[src/rtl/opf_pkg.sv]
package opf_pkg;

   typedef enum logic [2:0] {
      K_NONE   = 3'd0,
      K_MEMRD  = 3'd1,
      K_MEMWR  = 3'd2,
      K_IORD   = 3'd3,
      K_IOWR   = 3'd4,
      K_FETCH  = 3'd5,
      K_INTACK = 3'd6
   } bus_kind_e;

   typedef enum logic [1:0] {
      S_IDLE,
      S_PFX,
      S_DISP,
      S_OPC
   } frame_st_e;

   typedef enum logic [1:0] {
      E_NONE    = 2'd0,
      E_NOFETCH = 2'd1,
      E_NODISP  = 2'd2,
      E_NOOPC   = 2'd3
   } frame_err_e;

   localparam logic [7:0] PB_BIT = 8'hCB;
   localparam logic [7:0] PB_EXT = 8'hED;
   localparam logic [7:0] PB_IX  = 8'hDD;
   localparam logic [7:0] PB_IY  = 8'hFD;

endpackage

[src/rtl/opf_byte_class.sv]
module opf_byte_class
   import opf_pkg::*;
#(
   parameter int BYTE_W = 8
) (
   input  logic [BYTE_W-1:0] code_i,
   output logic              is_pfx_o,
   output logic              is_idx_o,
   output logic              is_bit_o,
   output logic              is_chain_o
);

   // Index prefixes select the form that may carry a displacement.
   assign is_idx_o   = (code_i == PB_IX) || (code_i == PB_IY);
   assign is_bit_o   = (code_i == PB_BIT);
   // Bytes that replace a held prefix.
   assign is_chain_o = is_idx_o || (code_i == PB_EXT);
   assign is_pfx_o   = is_chain_o || is_bit_o;

endmodule

[src/rtl/opf_seq.sv]
module opf_seq
   import opf_pkg::*;
#(
   parameter int BYTE_W = 8,
   parameter int KIND_W = 3
) (
   input  logic                  clk,
   input  logic                  rst_n,
   input  logic                  evt_valid,
   input  logic [KIND_W-1:0]     evt_kind,
   input  logic [BYTE_W-1:0]     evt_data,
   output logic                  emit_o,
   output logic [2*BYTE_W-1:0]   emit_pfx_o,
   output logic                  emit_has_disp_o,
   output logic [BYTE_W-1:0]     emit_disp_o,
   output logic                  err_o,
   output logic [1:0]            err_code_o
);

   localparam int PFX_W = 2 * BYTE_W;

   frame_st_e          st_q, st_d, idle_st;
   logic [PFX_W-1:0]   pfx_q, pfx_d, idle_pfx;
   logic               idx_q, idx_d, idle_idx, idle_emit;
   logic [BYTE_W-1:0]  disp_q, disp_d;
   logic               restart;
   frame_err_e         code;
   logic               c_pfx, c_idx, c_bit, c_chain;
   logic               kind_fetch, kind_rd;

   assign kind_fetch = (evt_kind == K_FETCH);
   assign kind_rd    = (evt_kind == K_MEMRD);

   opf_byte_class #(.BYTE_W(BYTE_W)) u_class (
      .code_i     (evt_data),
      .is_pfx_o   (c_pfx),
      .is_idx_o   (c_idx),
      .is_bit_o   (c_bit),
      .is_chain_o (c_chain)
   );

   // What idle would do with this event; reused after an error.
   always_comb begin
      idle_st   = S_IDLE;
      idle_pfx  = '0;
      idle_idx  = 1'b0;
      idle_emit = 1'b0;
      if (kind_fetch) begin
         if (c_pfx) begin
            idle_st  = S_PFX;
            idle_pfx = {{BYTE_W{1'b0}}, evt_data};
            idle_idx = c_idx;
         end else begin
            idle_emit = 1'b1;
         end
      end
   end

   always_comb begin
      st_d            = st_q;
      pfx_d           = pfx_q;
      idx_d           = idx_q;
      disp_d          = disp_q;
      emit_o          = 1'b0;
      emit_pfx_o      = '0;
      emit_has_disp_o = 1'b0;
      err_o           = 1'b0;
      code            = E_NONE;
      restart         = 1'b0;
      if (evt_valid) begin
         unique case (st_q)
            S_IDLE: restart = 1'b1;
            S_PFX: begin
               if (!kind_fetch) begin
                  err_o   = 1'b1;
                  code    = E_NOFETCH;
                  restart = 1'b1;
               end else if (idx_q && c_bit) begin
                  pfx_d = {pfx_q[BYTE_W-1:0], evt_data};
                  st_d  = S_DISP;
               end else if (c_chain) begin
                  pfx_d = {{BYTE_W{1'b0}}, evt_data};
                  idx_d = c_idx;
               end else begin
                  emit_o     = 1'b1;
                  emit_pfx_o = pfx_q;
                  st_d       = S_IDLE;
               end
            end
            S_DISP: begin
               if (!kind_rd) begin
                  err_o   = 1'b1;
                  code    = E_NODISP;
                  restart = 1'b1;
               end else begin
                  disp_d = evt_data;
                  st_d   = S_OPC;
               end
            end
            S_OPC: begin
               if (!kind_rd) begin
                  err_o   = 1'b1;
                  code    = E_NOOPC;
                  restart = 1'b1;
               end else begin
                  emit_o          = 1'b1;
                  emit_pfx_o      = pfx_q;
                  emit_has_disp_o = 1'b1;
                  st_d            = S_IDLE;
               end
            end
            default: restart = 1'b1;
         endcase
         if (restart) begin
            st_d            = idle_st;
            pfx_d           = idle_pfx;
            idx_d           = idle_idx;
            emit_o          = idle_emit;
            emit_pfx_o      = '0;
            emit_has_disp_o = 1'b0;
         end
      end
   end

   assign err_code_o  = code;
   assign emit_disp_o = disp_q;

   always_ff @(posedge clk) begin
      if (!rst_n) begin
         st_q   <= S_IDLE;
         pfx_q  <= '0;
         idx_q  <= 1'b0;
         disp_q <= '0;
      end else begin
         st_q   <= st_d;
         pfx_q  <= pfx_d;
         idx_q  <= idx_d;
         disp_q <= disp_d;
      end
   end

   // idle stays idle and silent on non-fetch events
   p_idle_quiet_r1: assert property (@(posedge clk) disable iff (!rst_n)
      (st_q == S_IDLE && evt_valid && !kind_fetch) |=> (st_q == S_IDLE))
      else $error("p_idle_quiet_r1");

   // opcode state is entered only after a displacement read
   p_disp_read_r5: assert property (@(posedge clk) disable iff (!rst_n)
      (st_q == S_OPC && $past(st_q) != S_OPC) |->
         ($past(evt_valid) && $past(evt_kind) == K_MEMRD && $past(st_q) == S_DISP))
      else $error("p_disp_read_r5");

   // a plain prefix held in the prefix state has an empty upper byte
   p_chain_narrow_r6: assert property (@(posedge clk) disable iff (!rst_n)
      (st_q == S_PFX) |-> (pfx_q[PFX_W-1:BYTE_W] == '0))
      else $error("p_chain_narrow_r6");

endmodule

[src/rtl/opf_out_stage.sv]
module opf_out_stage #(
   parameter int BYTE_W  = 8,
   parameter bit OUT_REG = 1'b1
) (
   input  logic                  clk,
   input  logic                  rst_n,
   input  logic                  emit_i,
   input  logic [2*BYTE_W-1:0]   pfx_i,
   input  logic                  has_disp_i,
   input  logic [BYTE_W-1:0]     disp_i,
   input  logic [BYTE_W-1:0]     opcode_i,
   input  logic                  err_i,
   input  logic [1:0]            err_code_i,
   output logic                  frm_valid_o,
   output logic [2*BYTE_W-1:0]   frm_prefix_o,
   output logic                  frm_has_disp_o,
   output logic [BYTE_W-1:0]     frm_disp_o,
   output logic [BYTE_W-1:0]     frm_opcode_o,
   output logic                  err_valid_o,
   output logic [1:0]            err_code_o
);

   generate
      if (OUT_REG) begin : g_reg
         always_ff @(posedge clk) begin
            if (!rst_n) begin
               frm_valid_o    <= 1'b0;
               frm_prefix_o   <= '0;
               frm_has_disp_o <= 1'b0;
               frm_disp_o     <= '0;
               frm_opcode_o   <= '0;
               err_valid_o    <= 1'b0;
               err_code_o     <= '0;
            end else begin
               frm_valid_o <= emit_i;
               err_valid_o <= err_i;
               if (emit_i) begin
                  frm_prefix_o   <= pfx_i;
                  frm_has_disp_o <= has_disp_i;
                  frm_disp_o     <= disp_i;
                  frm_opcode_o   <= opcode_i;
               end
               if (err_i) begin
                  err_code_o <= err_code_i;
               end
            end
         end
      end else begin : g_comb
         assign frm_valid_o    = emit_i;
         assign frm_prefix_o   = pfx_i;
         assign frm_has_disp_o = has_disp_i;
         assign frm_disp_o     = disp_i;
         assign frm_opcode_o   = opcode_i;
         assign err_valid_o    = err_i;
         assign err_code_o     = err_code_i;
      end
   endgenerate

endmodule

[src/rtl/opf_frame_top.sv]
module opf_frame_top
   import opf_pkg::*;
#(
   parameter int BYTE_W  = 8,
   parameter int KIND_W  = 3,
   parameter bit OUT_REG = 1'b1
) (
   input  logic                      clk,
   input  logic                      rst_n,
   input  logic                      evt_valid,
   input  logic [KIND_W-1:0]         evt_kind,
   input  logic [BYTE_W-1:0]         evt_data,
   output logic                      frm_valid,
   output logic [2*BYTE_W-1:0]       frm_prefix,
   output logic                      frm_has_disp,
   output logic signed [BYTE_W-1:0]  frm_disp,
   output logic [BYTE_W-1:0]         frm_opcode,
   output logic                      err_valid,
   output logic [1:0]                err_code
);

   localparam int PFX_W = 2 * BYTE_W;

   generate
      if (BYTE_W != 8) begin : g_bad_byte
         $error("opf_frame_top: prefix codes are byte values, BYTE_W must be 8");
      end
      if (KIND_W != 3) begin : g_bad_kind
         $error("opf_frame_top: cycle kind code needs KIND_W of 3");
      end
   endgenerate

   logic               emit, has_disp, err;
   logic [PFX_W-1:0]   emit_pfx;
   logic [BYTE_W-1:0]  disp;
   logic [1:0]         code;
   logic [BYTE_W-1:0]  disp_raw;

   opf_seq #(.BYTE_W(BYTE_W), .KIND_W(KIND_W)) u_seq (
      .clk             (clk),
      .rst_n           (rst_n),
      .evt_valid       (evt_valid),
      .evt_kind        (evt_kind),
      .evt_data        (evt_data),
      .emit_o          (emit),
      .emit_pfx_o      (emit_pfx),
      .emit_has_disp_o (has_disp),
      .emit_disp_o     (disp),
      .err_o           (err),
      .err_code_o      (code)
   );

   opf_out_stage #(.BYTE_W(BYTE_W), .OUT_REG(OUT_REG)) u_out (
      .clk            (clk),
      .rst_n          (rst_n),
      .emit_i         (emit),
      .pfx_i          (emit_pfx),
      .has_disp_i     (has_disp),
      .disp_i         (disp),
      .opcode_i       (evt_data),
      .err_i          (err),
      .err_code_i     (code),
      .frm_valid_o    (frm_valid),
      .frm_prefix_o   (frm_prefix),
      .frm_has_disp_o (frm_has_disp),
      .frm_disp_o     (disp_raw),
      .frm_opcode_o   (frm_opcode),
      .err_valid_o    (err_valid),
      .err_code_o     (err_code)
   );

   assign frm_disp = $signed(disp_raw);

   // an error strobe always carries a nonzero code
   p_err_code_r4: assert property (@(posedge clk) disable iff (!rst_n)
      err_valid |-> (err_code != 2'd0))
      else $error("p_err_code_r4");

   // a displacement frame carries an index prefix followed by 0xCB
   p_disp_form_r5: assert property (@(posedge clk) disable iff (!rst_n)
      (frm_valid && frm_has_disp) |->
         (frm_prefix[BYTE_W-1:0] == PB_BIT &&
          (frm_prefix[PFX_W-1:BYTE_W] == PB_IX || frm_prefix[PFX_W-1:BYTE_W] == PB_IY)))
      else $error("p_disp_form_r5");

   // frames without displacement carry at most one prefix byte
   p_narrow_pfx_r3: assert property (@(posedge clk) disable iff (!rst_n)
      (frm_valid && !frm_has_disp) |-> (frm_prefix[PFX_W-1:BYTE_W] == '0))
      else $error("p_narrow_pfx_r3");

   generate
      if (OUT_REG) begin : g_timed_chk
         // strobes follow an accepted event by one edge
         p_pulse_r10: assert property (@(posedge clk) disable iff (!rst_n)
            (frm_valid || err_valid) |-> $past(evt_valid))
            else $error("p_pulse_r10");

         // a missing-displacement error never follows a memory read
         p_nodisp_src_r7: assert property (@(posedge clk) disable iff (!rst_n)
            (err_valid && err_code == 2'd2) |-> ($past(evt_kind) != K_MEMRD))
            else $error("p_nodisp_src_r7");

         // an unprefixed frame comes from a fetch of that very byte
         p_plain_fetch_r2: assert property (@(posedge clk) disable iff (!rst_n)
            (frm_valid && frm_prefix == '0) |->
               ($past(evt_kind) == K_FETCH && frm_opcode == $past(evt_data)))
            else $error("p_plain_fetch_r2");
      end
   endgenerate

endmodule

[config.mk]
export PLATFORM = sky130hd
export DESIGN_NAME = opf_frame_top
export DESIGN_NICKNAME = d
export VERILOG_FILES = /design/src/rtl/opf_pkg.sv /design/src/rtl/opf_byte_class.sv /design/src/rtl/opf_seq.sv /design/src/rtl/opf_out_stage.sv /design/src/rtl/opf_frame_top.sv
export SDC_FILE = /design/constraint.sdc
export NUM_CORES = 1
export LEC_CHECK = 0
export ABC_AREA = 1
export BUFFER_PORTS_ARGS = -buffer_cell sky130_fd_sc_hd__buf_2
export CAP_MARGIN = 20
export CORE_UTILIZATION = 50
export CTS_BUF_LIST = sky130_fd_sc_hd__clkbuf_8 sky130_fd_sc_hd__clkbuf_16
export DETAILED_ROUTE_END_ITERATION = 7
export HOLD_SLACK_MARGIN = 0.12
export PLACE_DENSITY = 0.72
export SETUP_SLACK_MARGIN = 0.02
export SLEW_MARGIN = 20
export SYNTH_ARGS = -nofsm -noshare
export SYNTH_HDL_FRONTEND = slang
export SYNTH_HIERARCHICAL = 1
export SYNTH_SLANG_ARGS = --single-unit
[constraint.sdc]
create_clock -name clk -period 2.1 [get_ports clk]
set_input_delay 0.21 -clock clk [delete_from_list [all_inputs] [get_ports clk]]
set_output_delay 0.21 -clock clk [all_outputs]
set_load 0.005 [all_outputs]
==> impl_metrics.yaml <==
critical_path:
  critPathRequiredTime_ns: 2.34
  arrival_ns: 2.19
  r2r-start: "u_seq/st_q[1]$_SDFFE_PN0P_"
  endpoint: "u_out/frm_prefix_o[0]$_SDFFE_PN0P_"
  r2r-end: "u_out/frm_prefix_o[0]$_SDFFE_PN0P_"
  endpoint_kind: "flop"
  crit_fanout: 19
  cp-startpoint: "u_seq/st_q[1]$_SDFFE_PN0P_"
  rrSetupSlack_ns: 0.15
  crit_type: "reg2reg"
  r2r_cells: 12
  cp-start-kind: "flop"
die:
  pin_count: 51
  fp.dieArea_sq_um: 6666
  die_w_microns: 81.65
  rows: 28
  fp.dieH_microns: 81.65
  core_sq_um: 6026
  start_util_pct: 52.64
layout:
  multiInputGateArea_sq_um: 1489
  fin_cells: 628
  fin_nets: 566
  synthToLayoutAreaGrowth_pct: 20.47
  n_antenna_cell: 0
  seqCellArea_sq_um: 1282
  fillers: 613
  drive_above_1_share_pct: 19.35
timing:
  hold_violations: 0
  drv_slew: 0
  tightest_slew_ns: 0.4055
  skew_ns: 0.005140
  setup_slack_ns: 0.1471
  post-route-period-util_pct: 93.00
  fmaxAchievable_ghz: 0.5121
  setup_tns_ns: 0
  fin_crit_ns: 1.953
  slew_headroom_pct: 72.96
  setup_viol: 0
yosys:
  synth_top_area_cell: "dfxtp_1"
  syn_avg_cell_area_sq_um: 6.460
  netlist.area_leader.share_pct: 40.39
  ys_seq_area_share_pct: 40.39
  ys_seq_elements: 64
  ys_types: 28
  ys_top_cells_by_area: "dfxtp_1 40%, nand2_1 16%, nor2_1 14%, inv_1 9.1%, nor3_2 3.2%"
  yosys_warnings: 6
  netlist_instances: 491
  netlist_area_sq_um: 3172
  syn-num-nets: 509
clocking:
  numCtsBuffers: 9
  clock_sinks: 64
  root_buffer: "clkbuf_8"
  cts_buffer_depth: 2
  hold_buffers: 0
  insertion_delay_ns: 0.34
  path_clk_slew_ns: 0.07
  cts_tree: "built"
  cts_max_level: 3
placement:
  gp_congestion: 0.8201
  place_inst: 603
  portBuffers: 50
  pre_cts_ws_ns: 0.1260
  dp_hpwl_microns: 4353
drt:
  post-route-drc-count: 0
  ant_nets: 0
  vias_per_cell: 4.709
  drt_iter0_drc: 178
  vias: 2957
  detail_route.wl_per_cell_microns: 11.14
  drt-pass1-iter-count: 4
  wl_microns: 6998
worst_hold_path:
  min_from: "evt_data[0]"
  holdCritPathClass: "in2reg"
pwr:
  p_clk_share_pct: 33.0
  p_seq_share_pct: 42.6
  power.internal_uw: 2287
  switchingPower_uw: 1021
  p_comb_share_pct: 24.5
  p_sw_share_pct: 30.86
  p_leak_uw: 0.001877
  p_total_uw: 3309
  power_per_cell_area_nw_per_um2: 865.8
  ir_worst_vdd_v: 0.0004264
job:
  drv_cap: 0
grt:
  first_global_vias: 2550
  gr-total-overflow: 0
  grt_pass1_wl_microns: 11250
  antenna_found_initial: 0
  track_usage_pct: 22.36
  grt_max_degree: 65
status:
  status: "finished clean"
==> sequential cells by signal, summed over array words and instances, names as in the netlist <==
name and count:
u_seq/emit_disp_o 8, u_seq/st_q 2, u_out/frm_has_disp_o 1, u_out/frm_valid_o 1, u_out/err_valid_o 1, u_seq/pfx_q 16
u_out/err_code_o 2, u_out/frm_disp_o 8, u_out/frm_prefix_o 16, u_seq/idx_q 1, u_out/frm_opcode_o 8
==> critical path, cell delays in order (launching register included) <==
cell and delay, ns:
dfxtp_1 0.36, inv_1 0.09, ha_1 0.25, nand2_2 0.18, nand3_4 0.13, o21ai_0 0.10
nand2_1 0.10, a21oi_4 0.16, buf_12 0.14, clkbuf_16 0.17, nand2_1 0.06, nand2_1 0.05
nor2_1 0.04
==> per-layer routing <==
metal	track usage (%)	share of wire, %	up-vias
met5	0	0	-
met4	8.421	1.3	0
met3	5.444	4.1	8
met2	36.33	47	54
met1	28.56	47	1322
li1	-	-	1573
==> placed cells by master, fill, tap and decap left out, types with 3 or more instances in the layout <==
cell type / instances
a21oi_1: 12
nor2_1: 119
o21ai_0: 11
ha_1: 4
nand3_1: 10
nor3_2: 10
clkinv_2: 3
nand2_1: 138
clkbuf_8: 11
buf_2: 50
buf_12: 4
buf_4: 9
inv_1: 77
dfxtp_1: 63
nor3_1: 7
==> repair_timing <==
action                                 4_1_cts  5_1_grt
endpoints found under the hold margin        0        0
resized for setup                            0        2
setup buffers                                0        7
setup endpoints to repair                    0       33
==> cells in the mapped netlist, drive strengths merged <==
library cell  count
nand2           142
nor2            121
inv              80
dfxtp            64
buf              17
nor3             17
a21oi            13
nand3            13
o21ai            12
ha                4
nand4             3
clkbuf            2
a21boi            1
a31oi             1
o22ai             1
==> kinds of logic after synthesis <==
family	Yosys count	synth area share, %
DFF	64	40.39
AOI/OAI and AO/OA	28	4.773
and+or+nand+nor	296	40.08
buffers and inverters	99	13.18
adders and majority gates	4	1.578
==> layout make-up <==
class                   count  area share (%)
flip-flops and latches     64           33.56
inverters                  80           7.924
repair buffers             65           11.72
well taps                  75           2.456
multi-input cells         328           38.97
clock inverters             5           1.408
clock buffers              11           3.962
==> power groups by stage <==
stage / Sequential (uW) / Combinational [uW] / Clock, uW
after floorplan: 1440 / 532 / 0
after global placement: 1430 / 718 / 0
after detailed placement: 1430 / 731 / 0
after CTS: 1410 / 737 / 1120
after global routing: 1420 / 926 / 1170
final: 1410 / 810 / 1090
==> per-stage QoR <==
stage          hold WS [ns]  util (%)  instance area [sq um]
3_3_place_gp         0.4538     57.99                   3495
6_report             0.1843     63.41                   3821
5_1_grt              0.2053     63.41                   3821
4_1_cts              0.1836     61.40                   3700
3_5_place_dp         0.4592     57.99                   3495
2_1_floorplan        0.3449         -                   3172
==> worst min path at each step <==
| stage | slack (ns) | cells past startpoint | end |
|---|---|---|---|
| 5_1_grt | 0.21 | 3 | u_seq/emit_disp_o[7]$_SDFFE_PN0P_ |
| 2_1_floorplan | 0.34 | 2 | u_seq/emit_disp_o[0]$_SDFFE_PN0P_ |
| 3_5_place_dp | 0.46 | 2 | u_out/frm_opcode_o[0]$_SDFFE_PN0P_ |
| 3_3_place_gp | 0.45 | 2 | u_out/frm_prefix_o[9]$_SDFFE_PN0P_ |
| 6_report | 0.18 | 3 | u_seq/emit_disp_o[0]$_SDFFE_PN0P_ |
| 4_1_cts | 0.18 | 3 | u_seq/emit_disp_o[0]$_SDFFE_PN0P_ |
(Power assumes the default switching activity.)
